<file path="src/rtl/i2crx_pkg.sv">
package i2crx_pkg;

    localparam int BYTE_W = 8;
    localparam int ADDR_W = 7;

    localparam int STAT_AVAIL_BIT = 3;
    localparam int STAT_OVF_BIT   = 4;
    localparam int CTRL_FLUSH_BIT = 0;

    typedef enum logic [1:0] {
        ST_IDLE = 2'd0,
        ST_ADDR = 2'd1,
        ST_DATA = 2'd2,
        ST_SKIP = 2'd3
    } rx_state_e;

    typedef enum logic [1:0] {
        SEL_DATA = 2'd0,
        SEL_STAT = 2'd1,
        SEL_CTRL = 2'd2
    } reg_sel_e;

    typedef struct packed {
        logic start;
        logic stop;
        logic scl_rise;
        logic scl_fall;
        logic sda;
    } bus_evt_t;

    function automatic logic addr_hit(logic [BYTE_W-1:0] b, logic [ADDR_W-1:0] a);
        return (b[BYTE_W-1:1] == a) && !b[0];
    endfunction

    function automatic logic [BYTE_W-1:0] status_word(logic avail, logic ovf);
        logic [BYTE_W-1:0] w;
        w = '0;
        w[STAT_AVAIL_BIT] = avail;
        w[STAT_OVF_BIT]   = ovf;
        return w;
    endfunction

endpackage

</file>
<file path="src/rtl/i2crx_line_mon.sv">
module i2crx_line_mon
    import i2crx_pkg::*;
(
    input  logic     clk,
    input  logic     rst,
    input  logic     scl_i,
    input  logic     sda_i,
    output bus_evt_t evt_o
);

    logic scl_q;
    logic sda_q;

    always_ff @(posedge clk) begin
        if (rst) begin
            scl_q <= 1'b1;
            sda_q <= 1'b1;
        end else begin
            scl_q <= scl_i;
            sda_q <= sda_i;
        end
    end

    always_comb begin
        evt_o.start    = scl_i & scl_q & sda_q & ~sda_i;
        evt_o.stop     = scl_i & scl_q & ~sda_q & sda_i;
        evt_o.scl_rise = scl_i & ~scl_q;
        evt_o.scl_fall = ~scl_i & scl_q;
        evt_o.sda      = sda_i;
    end

endmodule

</file>
<file path="src/rtl/i2crx_byte_engine.sv">
module i2crx_byte_engine
    import i2crx_pkg::*;
#(
    parameter logic [ADDR_W-1:0] DEV_ADDR = 7'h2C
) (
    input  logic              clk,
    input  logic              rst,
    input  bus_evt_t          evt_i,
    input  logic              q_full_i,
    output logic              sda_low_o,
    output logic              push_o,
    output logic [BYTE_W-1:0] push_data_o,
    output logic              ovf_o
);

    localparam int CNT_W = $clog2(BYTE_W + 1);
    localparam logic [CNT_W-1:0] LAST_BIT = CNT_W'(BYTE_W);

    rx_state_e         state;
    logic [CNT_W-1:0]  bit_cnt;
    logic [BYTE_W-1:0] shreg;
    logic              ack_phase;
    logic              accept;

    always_ff @(posedge clk) begin
        if (rst) begin
            state       <= ST_IDLE;
            bit_cnt     <= '0;
            shreg       <= '0;
            ack_phase   <= 1'b0;
            accept      <= 1'b0;
            sda_low_o   <= 1'b0;
            push_o      <= 1'b0;
            push_data_o <= '0;
            ovf_o       <= 1'b0;
        end else begin
            push_o <= 1'b0;
            ovf_o  <= 1'b0;
            if (evt_i.start) begin
                state     <= ST_ADDR;
                bit_cnt   <= '0;
                ack_phase <= 1'b0;
                accept    <= 1'b0;
                sda_low_o <= 1'b0;
            end else if (evt_i.stop) begin
                state     <= ST_IDLE;
                bit_cnt   <= '0;
                ack_phase <= 1'b0;
                accept    <= 1'b0;
                sda_low_o <= 1'b0;
            end else if (state != ST_IDLE) begin
                if (evt_i.scl_rise && !ack_phase && bit_cnt < LAST_BIT) begin
                    shreg   <= {shreg[BYTE_W-2:0], evt_i.sda};
                    bit_cnt <= bit_cnt + 1'b1;
                end
                if (evt_i.scl_fall) begin
                    if (!ack_phase && bit_cnt == LAST_BIT) begin
                        ack_phase <= 1'b1;
                        case (state)
                            ST_ADDR: begin
                                if (addr_hit(shreg, DEV_ADDR)) sda_low_o <= 1'b1;
                                else                           state     <= ST_SKIP;
                            end
                            ST_DATA: begin
                                if (!q_full_i) begin
                                    sda_low_o <= 1'b1;
                                    accept    <= 1'b1;
                                end else begin
                                    ovf_o <= 1'b1;
                                end
                            end
                            default: ;
                        endcase
                    end else if (ack_phase) begin
                        ack_phase <= 1'b0;
                        bit_cnt   <= '0;
                        sda_low_o <= 1'b0;
                        accept    <= 1'b0;
                        if (state == ST_ADDR) state <= ST_DATA;
                        if (state == ST_DATA && accept) begin
                            push_o      <= 1'b1;
                            push_data_o <= shreg;
                        end
                    end
                end
            end
        end
    end

endmodule

</file>
<file path="src/rtl/i2crx_fifo.sv">
module i2crx_fifo #(
    parameter int DEPTH = 2,
    parameter int W     = 8
) (
    input  logic                         clk,
    input  logic                         rst,
    input  logic                         push_i,
    input  logic [W-1:0]                 push_data_i,
    input  logic                         pop_i,
    input  logic                         flush_i,
    output logic [W-1:0]                 head_o,
    output logic [$clog2(DEPTH+1)-1:0]   count_o,
    output logic                         full_o,
    output logic                         empty_o
);

    localparam int PTR_W = (DEPTH > 1) ? $clog2(DEPTH) : 1;
    localparam int CNT_W = $clog2(DEPTH + 1);
    localparam logic [PTR_W-1:0] PTR_LAST = PTR_W'(DEPTH - 1);
    localparam logic [CNT_W-1:0] CNT_MAX  = CNT_W'(DEPTH);

    logic [W-1:0]     mem [DEPTH];
    logic [PTR_W-1:0] wr_ptr;
    logic [PTR_W-1:0] rd_ptr;
    logic [CNT_W-1:0] cnt;
    logic             do_push;
    logic             do_pop;

    function automatic logic [PTR_W-1:0] ptr_next(logic [PTR_W-1:0] p);
        return (p == PTR_LAST) ? '0 : p + 1'b1;
    endfunction

    assign full_o  = (cnt == CNT_MAX);
    assign empty_o = (cnt == '0);
    assign count_o = cnt;
    assign head_o  = mem[rd_ptr];
    assign do_push = push_i && !full_o;
    assign do_pop  = pop_i && !empty_o;

    always_ff @(posedge clk) begin
        if (rst || flush_i) begin
            wr_ptr <= '0;
            rd_ptr <= '0;
            cnt    <= '0;
        end else begin
            if (do_push) wr_ptr <= ptr_next(wr_ptr);
            if (do_pop)  rd_ptr <= ptr_next(rd_ptr);
            case ({do_push, do_pop})
                2'b10:   cnt <= cnt + 1'b1;
                2'b01:   cnt <= cnt - 1'b1;
                default: ;
            endcase
        end
    end

    generate
        for (genvar i = 0; i < DEPTH; i++) begin : g_slot
            always_ff @(posedge clk) begin
                if (rst) begin
                    mem[i] <= '0;
                end else if (do_push && !flush_i && wr_ptr == PTR_W'(i)) begin
                    mem[i] <= push_data_i;
                end
            end
        end
    endgenerate

endmodule

</file>
<file path="src/rtl/i2c_rx_slave.sv">
module i2c_rx_slave
    import i2crx_pkg::*;
#(
    parameter logic [6:0] DEV_ADDR   = 7'h2C,
    parameter int         FIFO_DEPTH = 2
) (
    input  logic       clk,
    input  logic       rst,
    input  logic       scl_i,
    input  logic       sda_i,
    output logic       sda_low_o,
    input  logic       reg_rd_i,
    input  logic       reg_wr_i,
    input  logic [1:0] reg_sel_i,
    input  logic [7:0] reg_wdata_i,
    output logic [7:0] reg_rdata_o,
    output logic       rx_irq_o
);

    localparam int CNT_W = $clog2(FIFO_DEPTH + 1);

    bus_evt_t          evt;
    logic              eng_push;
    logic [BYTE_W-1:0] eng_data;
    logic              eng_ovf;
    logic [BYTE_W-1:0] q_head;
    logic [CNT_W-1:0]  q_count;
    logic              q_full;
    logic              q_empty;
    logic              data_rd;
    logic              q_pop;
    logic              q_flush;
    logic              ovf_clr;
    logic              rx_avail;
    logic              ovf_flag;

    i2crx_line_mon u_mon (
        .clk   (clk),
        .rst   (rst),
        .scl_i (scl_i),
        .sda_i (sda_i),
        .evt_o (evt)
    );

    i2crx_byte_engine #(.DEV_ADDR(DEV_ADDR)) u_eng (
        .clk         (clk),
        .rst         (rst),
        .evt_i       (evt),
        .q_full_i    (q_full),
        .sda_low_o   (sda_low_o),
        .push_o      (eng_push),
        .push_data_o (eng_data),
        .ovf_o       (eng_ovf)
    );

    i2crx_fifo #(.DEPTH(FIFO_DEPTH), .W(BYTE_W)) u_fifo (
        .clk         (clk),
        .rst         (rst),
        .push_i      (eng_push),
        .push_data_i (eng_data),
        .pop_i       (q_pop),
        .flush_i     (q_flush),
        .head_o      (q_head),
        .count_o     (q_count),
        .full_o      (q_full),
        .empty_o     (q_empty)
    );

    assign data_rd = reg_rd_i && (reg_sel_i == SEL_DATA);
    assign q_pop   = data_rd && !q_empty;
    assign q_flush = reg_wr_i && (reg_sel_i == SEL_CTRL) && reg_wdata_i[CTRL_FLUSH_BIT];
    assign ovf_clr = reg_wr_i && (reg_sel_i == SEL_STAT) && reg_wdata_i[STAT_OVF_BIT];

    always_ff @(posedge clk) begin
        if (rst) begin
            rx_avail <= 1'b0;
            ovf_flag <= 1'b0;
            rx_irq_o <= 1'b0;
        end else begin
            rx_irq_o <= eng_push;
            if (eng_push)                                 rx_avail <= 1'b1;
            else if (data_rd && q_count <= CNT_W'(1))     rx_avail <= 1'b0;
            if (eng_ovf)      ovf_flag <= 1'b1;
            else if (ovf_clr) ovf_flag <= 1'b0;
        end
    end

    always_comb begin
        case (reg_sel_i)
            SEL_DATA: reg_rdata_o = q_empty ? '0 : q_head;
            SEL_STAT: reg_rdata_o = status_word(rx_avail, ovf_flag);
            default:  reg_rdata_o = '0;
        endcase
    end

endmodule

</file>
<file path="config.mk">
export PLATFORM = sky130hd
export DESIGN_NAME = i2c_rx_slave
export DESIGN_NICKNAME = d
export VERILOG_FILES = /design/src/rtl/i2crx_pkg.sv /design/src/rtl/i2crx_line_mon.sv /design/src/rtl/i2crx_byte_engine.sv /design/src/rtl/i2crx_fifo.sv /design/src/rtl/i2c_rx_slave.sv
export SDC_FILE = /design/constraint.sdc
export NUM_CORES = 1
export LEC_CHECK = 0
export BUFFER_PORTS_ARGS = -buffer_cell sky130_fd_sc_hd__buf_2
export CAP_MARGIN = 40
export CORE_MARGIN = 10
export CORE_UTILIZATION = 57
export DETAILED_ROUTE_END_ITERATION = 10
export PLACE_DENSITY = 0.89
export RECOVER_POWER = 25
export SLEW_MARGIN = 0
export SYNTH_ARGS = -nofsm -noshare
export SYNTH_HDL_FRONTEND = slang
export SYNTH_SLANG_ARGS = --single-unit
</file>
<file path="constraint.sdc">
create_clock -name clk -period 2.15 [get_ports clk]
set_input_delay 0.43 -clock clk [delete_from_list [all_inputs] [get_ports clk]]
set_output_delay 0.43 -clock clk [all_outputs]
set_load 0.005 [all_outputs]
</file>
## Word-level counts from Yosys, hierarchy flattened

Memories as Yosys holds them, arrays and structs flattened. A register that Yosys moved wholly into a read port is not among the register bits.
Cells that the tools add are included.

- Bits in writable memories: 16
- Memories: 1
- Output and inout bits: 10
- Register bits after elaboration: 36
- Logic and storage cells: 154
- Bits of input ports: 16

- $lt $le $gt $ge: 2
- Bitwise operators: 21
- $add $sub $neg: 5
- Muxes and demuxes: 44
- Reduce and logical (&&, ||, !) cells: 43
- Equal/unequal tests: 20

Memory list:

| name | depth | width | read ports | clocked after Yosys merged registers in | wr ports | line | RTL |
|---|---|---|---|---|---|---|---|
| u_fifo.mem | 2 | 8 | 1 | 1 | 2 | i2crx_fifo.sv:22 | `logic [W-1:0] mem [DEPTH];` |

Operators by type and width:

| operator | number |
|---|---|
| two-way mux 1 bit | 29 |
| two-way mux 8 bit | 3 |
| AND reduction 6 bit | 3 |
| logical AND 1 bit | 17 |
| two-way mux 4 bit | 4 |
| case mux 8 bit (2 select lines) | 1 |
| OR reduction 7 bit | 2 |
| inequality test 4 bit (second input constant) | 3 |
| inverter 1 bit | 12 |
| two-way mux 2 bit | 5 |
| inequality test 2 bit (second input constant) | 5 |
| nonzero test 2 bit | 5 |
| inequality test 3 bit (second input constant) | 3 |
| equality test 2 bit (second input constant) | 4 |
| AND 1 bit | 7 |
| equality test 7 x 6 -> 1 bit (second input constant) | 1 |
| AND reduction 7 bit | 1 |
| equality test 2 x 1 -> 1 bit (second input constant) | 3 |
| nonzero test 3 bit | 2 |
| zero test 1 bit | 5 |
| AND reduction 5 bit | 1 |
| adder 4 x 1 -> 4 bit (second input constant) | 1 |
| equality test 4 bit (second input constant) | 1 |
| zero test 2 bit | 2 |
| other kinds (13) | 15 |

## Depth between registers and ports, before layout

Gate-level depths: netlist (run 1).

- Word-level depth: 10
- Mapped depth: 9
- Gate-level depth less buffers: 8

## By module

Synthesis (run 1) repeated with hierarchy kept, for this count alone.

- Cells, all modules: 221
- Area total of the unflattened synthesis: 2408.6 um2

By module, submodules not included:

| module | area each (um2) | sequential area each (um2) | cells each | instances |
|---|---|---|---|---|
| i2crx_byte_engine | 1136.1 | 540.5 | 116 | 1 |
| i2crx_fifo | 967.2 | 580.6 | 73 | 1 |
| i2c_rx_slave | 212.7 | 60.1 | 23 | 1 |
| i2crx_line_mon | 92.6 | 40.0 | 9 | 1 |

## Worst setup path after synthesis (run 1)

Ideal clock, no wire load.

- Path type: reg-to-reg
- Start point: reg u_fifo.cnt[0], in the netlist u_fifo.count_o[0]
- End point: reg u_fifo.cnt[1], in the netlist u_fifo.count_o[1]
- Slack: 0.309 ns
- Arrival time: 1.755 ns
- Period minus slack after synthesis: 1.841 ns
- Stages on the path, launching flop included: 10
- Required time: 2.064 ns
- Buffers on the path: 1
- Setup time: 0.086 ns
- Path through: dfxtp_1 -> inv_1 -> ha_1 -> or3_1 -> clkbuf_1 -> nor2_1 -> ha_1 -> xor2_1 -> nor2_1 -> a211oi_1

- Longest elaborated chain between the ends: 6
- Elaborated cells between the ends (all ways): 13
- Classes of those cells: add/sub: 2; eq/ne: 3; mux: 1; reduce/logical: 7

Ends and longest elaborated chain:

| item | line | RTL |
|---|---|---|
| from (decl) | i2crx_fifo.sv:25 | `logic [CNT_W-1:0] cnt;` |
| from (signal assigned) | i2crx_fifo.sv:49 | `2'b10: cnt <= cnt + 1'b1;` |
| from (signal assigned) | i2crx_fifo.sv:50 | `2'b01: cnt <= cnt - 1'b1;` |
| zero test 2 bit | i2crx_fifo.sv:34 | `assign empty_o = (cnt == '0);` |
| zero test 1 bit | i2crx_fifo.sv:38, i2c_rx_slave.sv:70 |  |
| logical AND 1 bit | i2c_rx_slave.sv:70 | `assign q_pop = data_rd && !q_empty;` |
| logical AND 1 bit | i2crx_fifo.sv:38 | `assign do_pop = pop_i && !empty_o;` |
| equality test 2 x 1 -> 1 bit / equality test 2 bit (equally long branches) | i2crx_fifo.sv:48 | `case ({do_push, do_pop})` |
| case mux 2 bit (2 select lines) / nonzero test 2 bit (equally long branches) | -- |  |

Several ways; a longest one is shown, not always the timed one.
A chain may end at the register's enable or synchronous reset.

## Final worst setup path (run 1)

- Start point: reg u_fifo.cnt[1], in the netlist u_fifo.count_o[1]
- End point: out reg_rdata_o[3]

- Longest elaborated chain between the ends: 3

Ends and longest elaborated chain:

| item | line | RTL |
|---|---|---|
| zero test 2 bit | i2crx_fifo.sv:34 |  |
| two-way mux 8 bit | i2c_rx_slave.sv:90 | `SEL_DATA: reg_rdata_o = q_empty ? '0 : q_head;` |
| case mux 8 bit (2 select lines) | i2c_rx_slave.sv:89 | `case (reg_sel_i)` |
| to (decl) | i2c_rx_slave.sv:16 | `output logic [7:0] reg_rdata_o,` |

No other way between the ends.

==> results_dict.tcl, run 1 <==
set metrics [dict create \
    irDropWorstVdd_uv 422 \
    grt_setup_unrepaired "yes" \
    avgSynthCellArea_um2 10.4 \
    numClockSinks 53 \
    die_y_um 84.5 \
    synth_area_leader_cell "dfxtp_1" \
    maxSlewViolCount 0 \
    antenna_found_initial 0 \
    synth_compound_area_share_pct 4.70 \
    synth.area.top_cells "dfxtp_1, edfxtp_1, mux2i_1, nor2_1, ha_1" \
    place_hpwl_um 3160 \
    drc 0 \
    dieArea_um2 7140 \
    worstPathArrival_ps 1640 \
    syn_nets 252 \
    slowest_stage "or3_4" \
    ys.flop_type "dfxtp_1" \
    cellPowerDensity_nw_per_um2 714 \
    ys_types 40 \
    place_area_um2 2560 \
    die_w_um 84.5 \
    hp-class "primary input to flop" \
    antennaDiodeCount 0 \
    port_buffers 19 \
    wirelength_um 4260 \
    ctsLongestPathBuffers 2 \
    setup_viol 0 \
    place_ws_ps 74.7 \
    avgRoutedWirePerCell_um 14.0 \
    antenna_left 0 \
    area_growth_syn_to_layout_pct 13.6 \
    grt_pass1_wl_um 7580 \
    drive_gt1_share_pct 14.1 \
    fillers 303 \
    crit_required_ps 1720 \
    finalCritPeriodShare_pct 96.2 \
    synth_top_family_by_area "simple AND/OR/NAND/NOR gates" \
    clk_pin_slew_ps 100 \
    synthArstFlopShare_pct 0 \
    grt_usage_pct 12.6 \
    drt_iter0_drc 104 \
    cts_tree "built" \
    yosys.area.top_type_share_pct 31.3 \
    start_kind "flop" \
    outcome "finished, final reports clean" \
    critPathMaxStageDelay_ps 420 \
    synthSimpleGateAreaFrac_pct 22.6 \
    relSlewSlack_pct 33.5 \
    insertion_delay_ps 310 \
    grt_pass1_vias 1669 \
    synth_area_um2 2370 \
    synthXorXnorAreaFrac_pct 2.59 \
    tightest_slew_ps 998 \
    fin_nets 279 \
    synthMuxAreaShare_pct 11.0 \
    path_class "flop to output port" \
    synthCells 227 \
    synth_edf_count 16 \
    place.gp.congestion 0.863 \
    numCtsBuffers 5 \
    finalHoldViolCount 0 \
    cp_cell_sequence "inv_1, ha_1, or3_4, o21ai_1, buf_2" \
    dr.pass1.iters 4 \
    cts_root_buf "clkbuf_8" \
    clock_skew_ps 6.93 \
    yosysSeqAreaShare_pct 51.5 \
    synthTopCellsByCount "nor2_1, dfxtp_1, mux2i_1" \
    crit_path_end_kind "output port" \
    rows 23 \
    start_util_pct 59.2 \
    yosysMostFrequentCell "nor2_1" \
    core_um2 4000 \
    via_per_inst 5.39 \
    post_cts_buffers 0 \
    min_period_ps 2070 \
    hold_buffers 0 \
    synth_fa_ha_area_share_pct 4.75 \
    max_freq_ghz 0.483 \
    grt_max_degree 23 \
    p_leak_nw 1.02 \
    ios 26 \
    worst_slack_ps 81.6 \
    cts-htree-levels 2 \
    path_max_fanout 9 \
    ys_ff_latch 53 \
    cap_violations 0 \
    via_count 1644 \
    grt_overflow 0 \
    fin_area_um2 2690 \
    ys_warn_count 0 \
]
registers in the layout, indices dropped and copies added (netlist names), 2 cells and up, named ones only:
register / count
u_eng.push_data_o: 8
u_eng.state: 2
u_eng.bit_cnt: 4
u_eng.shreg: 8
u_fifo.mem: 16
u_fifo.count_o: 2
kinds of logic after synthesis:
logic type               after synthesis
AND/OR/NAND/NOR                       99
flip-flops                            53
buffers and inverters                 17
XOR/XNOR                               7
adder cells (fa/ha/maj)                9
AO/OA/AOI/OAI                         16
multiplexers                          26
worst paths after layout:
| path | startpoint | endpoint | slack [ps] | depth (start not counted) |
|---|---|---|---|---|
| worst max register to register | u_fifo.count_o[1] | u_fifo.count_o[1] | 150 | 8 |
| worst min register to register | u_eng.ovf_o | ovf_flag | 450 | 2 |
| worst max-delay path | u_fifo.count_o[1] | reg_rdata_o[3] | 80 | 5 |
| worst min-delay path | sda_i | u_mon.sda_q | 390 | 2 |
timing repair:
item,in CTS,in global routing
pin swaps,0,1
resized for setup,2,3
endpoints found under the setup margin,8,10
power by group:
group / switching (mW) / internal [mW] / total (mW)
clock network: 0.327 / 0.468 / 0.795
logic: 0.0448 / 0.0277 / 0.0724
registers: 0.00883 / 1.05 / 1.05
total: 0.380 / 1.54 / 1.92
through the flow:
stage | utilization (%) | TNS (ps) | hold WS, ps | instances | power [mW]
after floorplan | - | 0 | 413 | 227 | 1.12
after global placement | 64.1 | 0 | 422 | 297 | 1.15
after detailed placement | 64.1 | 0 | 432 | 297 | 1.15
after CTS | 67.7 | 0 | 389 | 305 | 1.95
after global routing | 67.3 | -80.7 | 394 | 305 | 2.00
final | 67.3 | 0 | 394 | 305 | 1.92
cell usage in the layout, fill, tap and decap left out, types with 2 or more instances in the layout:
cell type / Yosys / final
edfxtp_1: 16 / 16
clkbuf_8: 0 / 5
and3_1: 4 / 4
bufinv_16: 0 / 2
inv_1: 12 / 12
nor3_1: 3 / 3
nor2_1: 38 / 38
buf_2: 0 / 17
clkbuf_1: 4 / 4
xor2_1: 3 / 3
nand3b_1: 2 / 2
nand4b_1: 2 / 2
dfxtp_1: 37 / 36
mux2i_1: 26 / 26
buf_4: 1 / 3
a21oi_1: 3 / 3
nor2b_1: 5 / 5
nand3_1: 4 / 4
ha_1: 9 / 9
and2_1: 17 / 17
o211ai_1: 2 / 2
nand2_1: 12 / 12
o21ai_1: 0 / 2
xnor2_1: 4 / 4
per-layer routing:
layer	global-route usage, %	routed length [um]
met1	14.2	1820
met2	21.3	2160
met3	3.96	193
met4	5.84	89
met5	0	0
cell type report:
class,instances,area (um^2),share of cell area [%]
Clock inverter,3,68.8,2.56
Tap cell,50,62.6,2.32
Multi-Input combinational cell,157,1080,40.2
Clock buffer,5,68.8,2.56
Sequential cell,53,1220,45.4
Inverter,12,45.0,1.67
Timing Repair Buffer,25,143,5.30
worst max-delay path: cells and delay by family, from the launching register on:
kind	cells	cell delay, ps
fa+ha+maj	1	200
compound gates	1	140
buf+inv	2	220
simple gates	1	420
flops	1	350
No activity file was read; power rests on OpenSTA's default activity.
==> inputs of run 2 (changes only) <==
- CORE_UTILIZATION: 57 -> 40
- PLACE_DENSITY: 0.89 -> 0.69
==> run 2 against run 1 <==
  * Hold slack improved by 12 ps
  * Register-to-register slack better by 90 ps
  * Die area up 32%
  * Clock skew up 1.3 ps
  * Fmax is 4.1% higher
  * Clock power is 19% lower
  * First-iteration DRC count is 43% lower
  * Power down 7.7%
  * Critical path type unchanged
==> results_dict.tcl, run 2 (same netlist as run 1, synthesis figures left out) <==
set metrics [dict create \
    irDropWorstVdd_uv 497 \
    numClockSinks 53 \
    outcome "finished, final reports clean" \
    die_y_um 97.0 \
    power.total_mw 1.77 \
    grt_max_degree 23 \
    drc 0 \
    finalHoldViolCount 0 \
    grt_pass1_vias 1539 \
    hp-class "primary input to flop" \
    largestRegisters "u_fifo.mem: 16 flops, u_eng.push_data_o: 8 flops, u_eng.shreg: 8 flops" \
    antennaDiodeCount 0 \
    antenna_found_initial 0 \
    setup_viol 0 \
    tns_ps 0 \
    hold_buffers 0 \
    start_kind "flop" \
    cellPowerDensity_nw_per_um2 663 \
    cts_tree "built" \
    grt_pass1_wl_um 7130 \
    largest-register "u_fifo.mem" \
    numCtsBuffers 5 \
    cts-htree-levels 2 \
    layout_common_cells "nor2_1, dfxtp_1, mux2i_1" \
    clock_skew_ps 8.24 \
    p_leak_nw 0.997 \
    core_um2 5640 \
    tightest_slew_ps 951 \
    final_common_cell "nor2_1" \
    worstPathArrival_ps 1560 \
    maxSlewViolCount 0 \
    area_growth_syn_to_layout_pct 12.9 \
    start_util_pct 42.0 \
    largest_reg_flops 16 \
    min_period_ps 1990 \
    fin_nets 278 \
    die_w_um 97.0 \
    relSlewSlack_pct 36.6 \
    cap_violations 0 \
    port_buffers 19 \
    max_freq_ghz 0.504 \
    clk_pin_slew_ps 90 \
    drt_iter0_drc 59 \
    grt_overflow 0 \
    path_max_fanout 9 \
    via_count 1561 \
    ctsLongestPathBuffers 2 \
    path_class "flop to output port" \
    via_per_inst 4.79 \
    antenna_left 0 \
    drive_gt1_share_pct 13.0 \
    avgRoutedWirePerCell_um 12.2 \
    ios 26 \
    place.gp.congestion 0.820 \
    rows 27 \
    grt_usage_pct 8.87 \
    cts_root_buf "clkbuf_8" \
    grt_setup_unrepaired "no" \
    dieArea_um2 9400 \
    wirelength_um 3970 \
    insertion_delay_ps 300 \
    post_cts_buffers 0 \
    whs_ps 406 \
    place_hpwl_um 3050 \
    dr.pass1.iters 4 \
    finalCritPeriodShare_pct 92.4 \
    crit_path_end_kind "output port" \
    crit_required_ps 1720 \
]
==> run 2: final timing paths <==
path | start | endpoint | slack (ps) | cells after the start
worst max-delay path | u_fifo.count_o[1] | reg_rdata_o[4] | 160 | 5
worst min-delay path | sda_i | u_mon.sda_q | 410 | 2
worst max register to register | u_eng.state[0] | u_eng.sda_low_o | 240 | 6
worst min register to register | u_eng.ovf_o | ovf_flag | 450 | 2
==> run 2: cell type report <==
| class | instances | area, um^2 |
|---|---|---|
| Clock buffer | 6 | 72.6 |
| Clock inverter | 2 | 35.0 |
| Timing Repair Buffer | 24 | 135 |
| Fill cell | 538 | 2970 |
| Sequential cell | 53 | 1220 |
| Inverter | 12 | 45.0 |
| Tap cell | 72 | 90.1 |
| Multi-Input combinational cell | 157 | 1070 |
==> run 2: per-stage QoR <==
stage               instance area (um^2)  setup slack [ps]  utilization (%)  std cells
floorplan                           2370               309                -        227
global placement                    2580               191             45.8        318
detailed placement                  2580               183             45.8        318
CTS                                 2700              11.0             47.8        326
global route                        2680              37.6             47.4        326
finish                              2680               164             47.4        326
==> run 2: per-layer routing <==
| layer | global-route usage (%) | part of all wire, % | vias to the layer above |
|---|---|---|---|
| met5 | 0 | 0 | - |
| met4 | 2.93 | 0.58 | 0 |
| met3 | 3.62 | 4.8 | 2 |
| met2 | 13.5 | 46 | 20 |
| met1 | 11.1 | 49 | 708 |
| li1 | - | - | 831 |
==> run 2: worst max-delay path, cell delays in order, from the launching register on <==
cell	delay, ps
dfxtp_1	350
inv_1	80
ha_1	190
or3_4	380
o21ai_1	140
buf_2	120
==> run 2: repair_timing <==
item | 4_1_cts | 5_1_grt
endpoints found under the hold margin | 0 | 0
gates resized for setup | 1 | 3
endpoints found under the setup margin | 8 | 7
pin swaps | 0 | 1
==> run 2: power by group <==
part / internal, mW / total [mW] / switching (mW)
Clock: 0.346 / 0.647 / 0.301
Sequential: 1.05 / 1.05 / 0.00924
Combinational: 0.0267 / 0.0715 / 0.0448
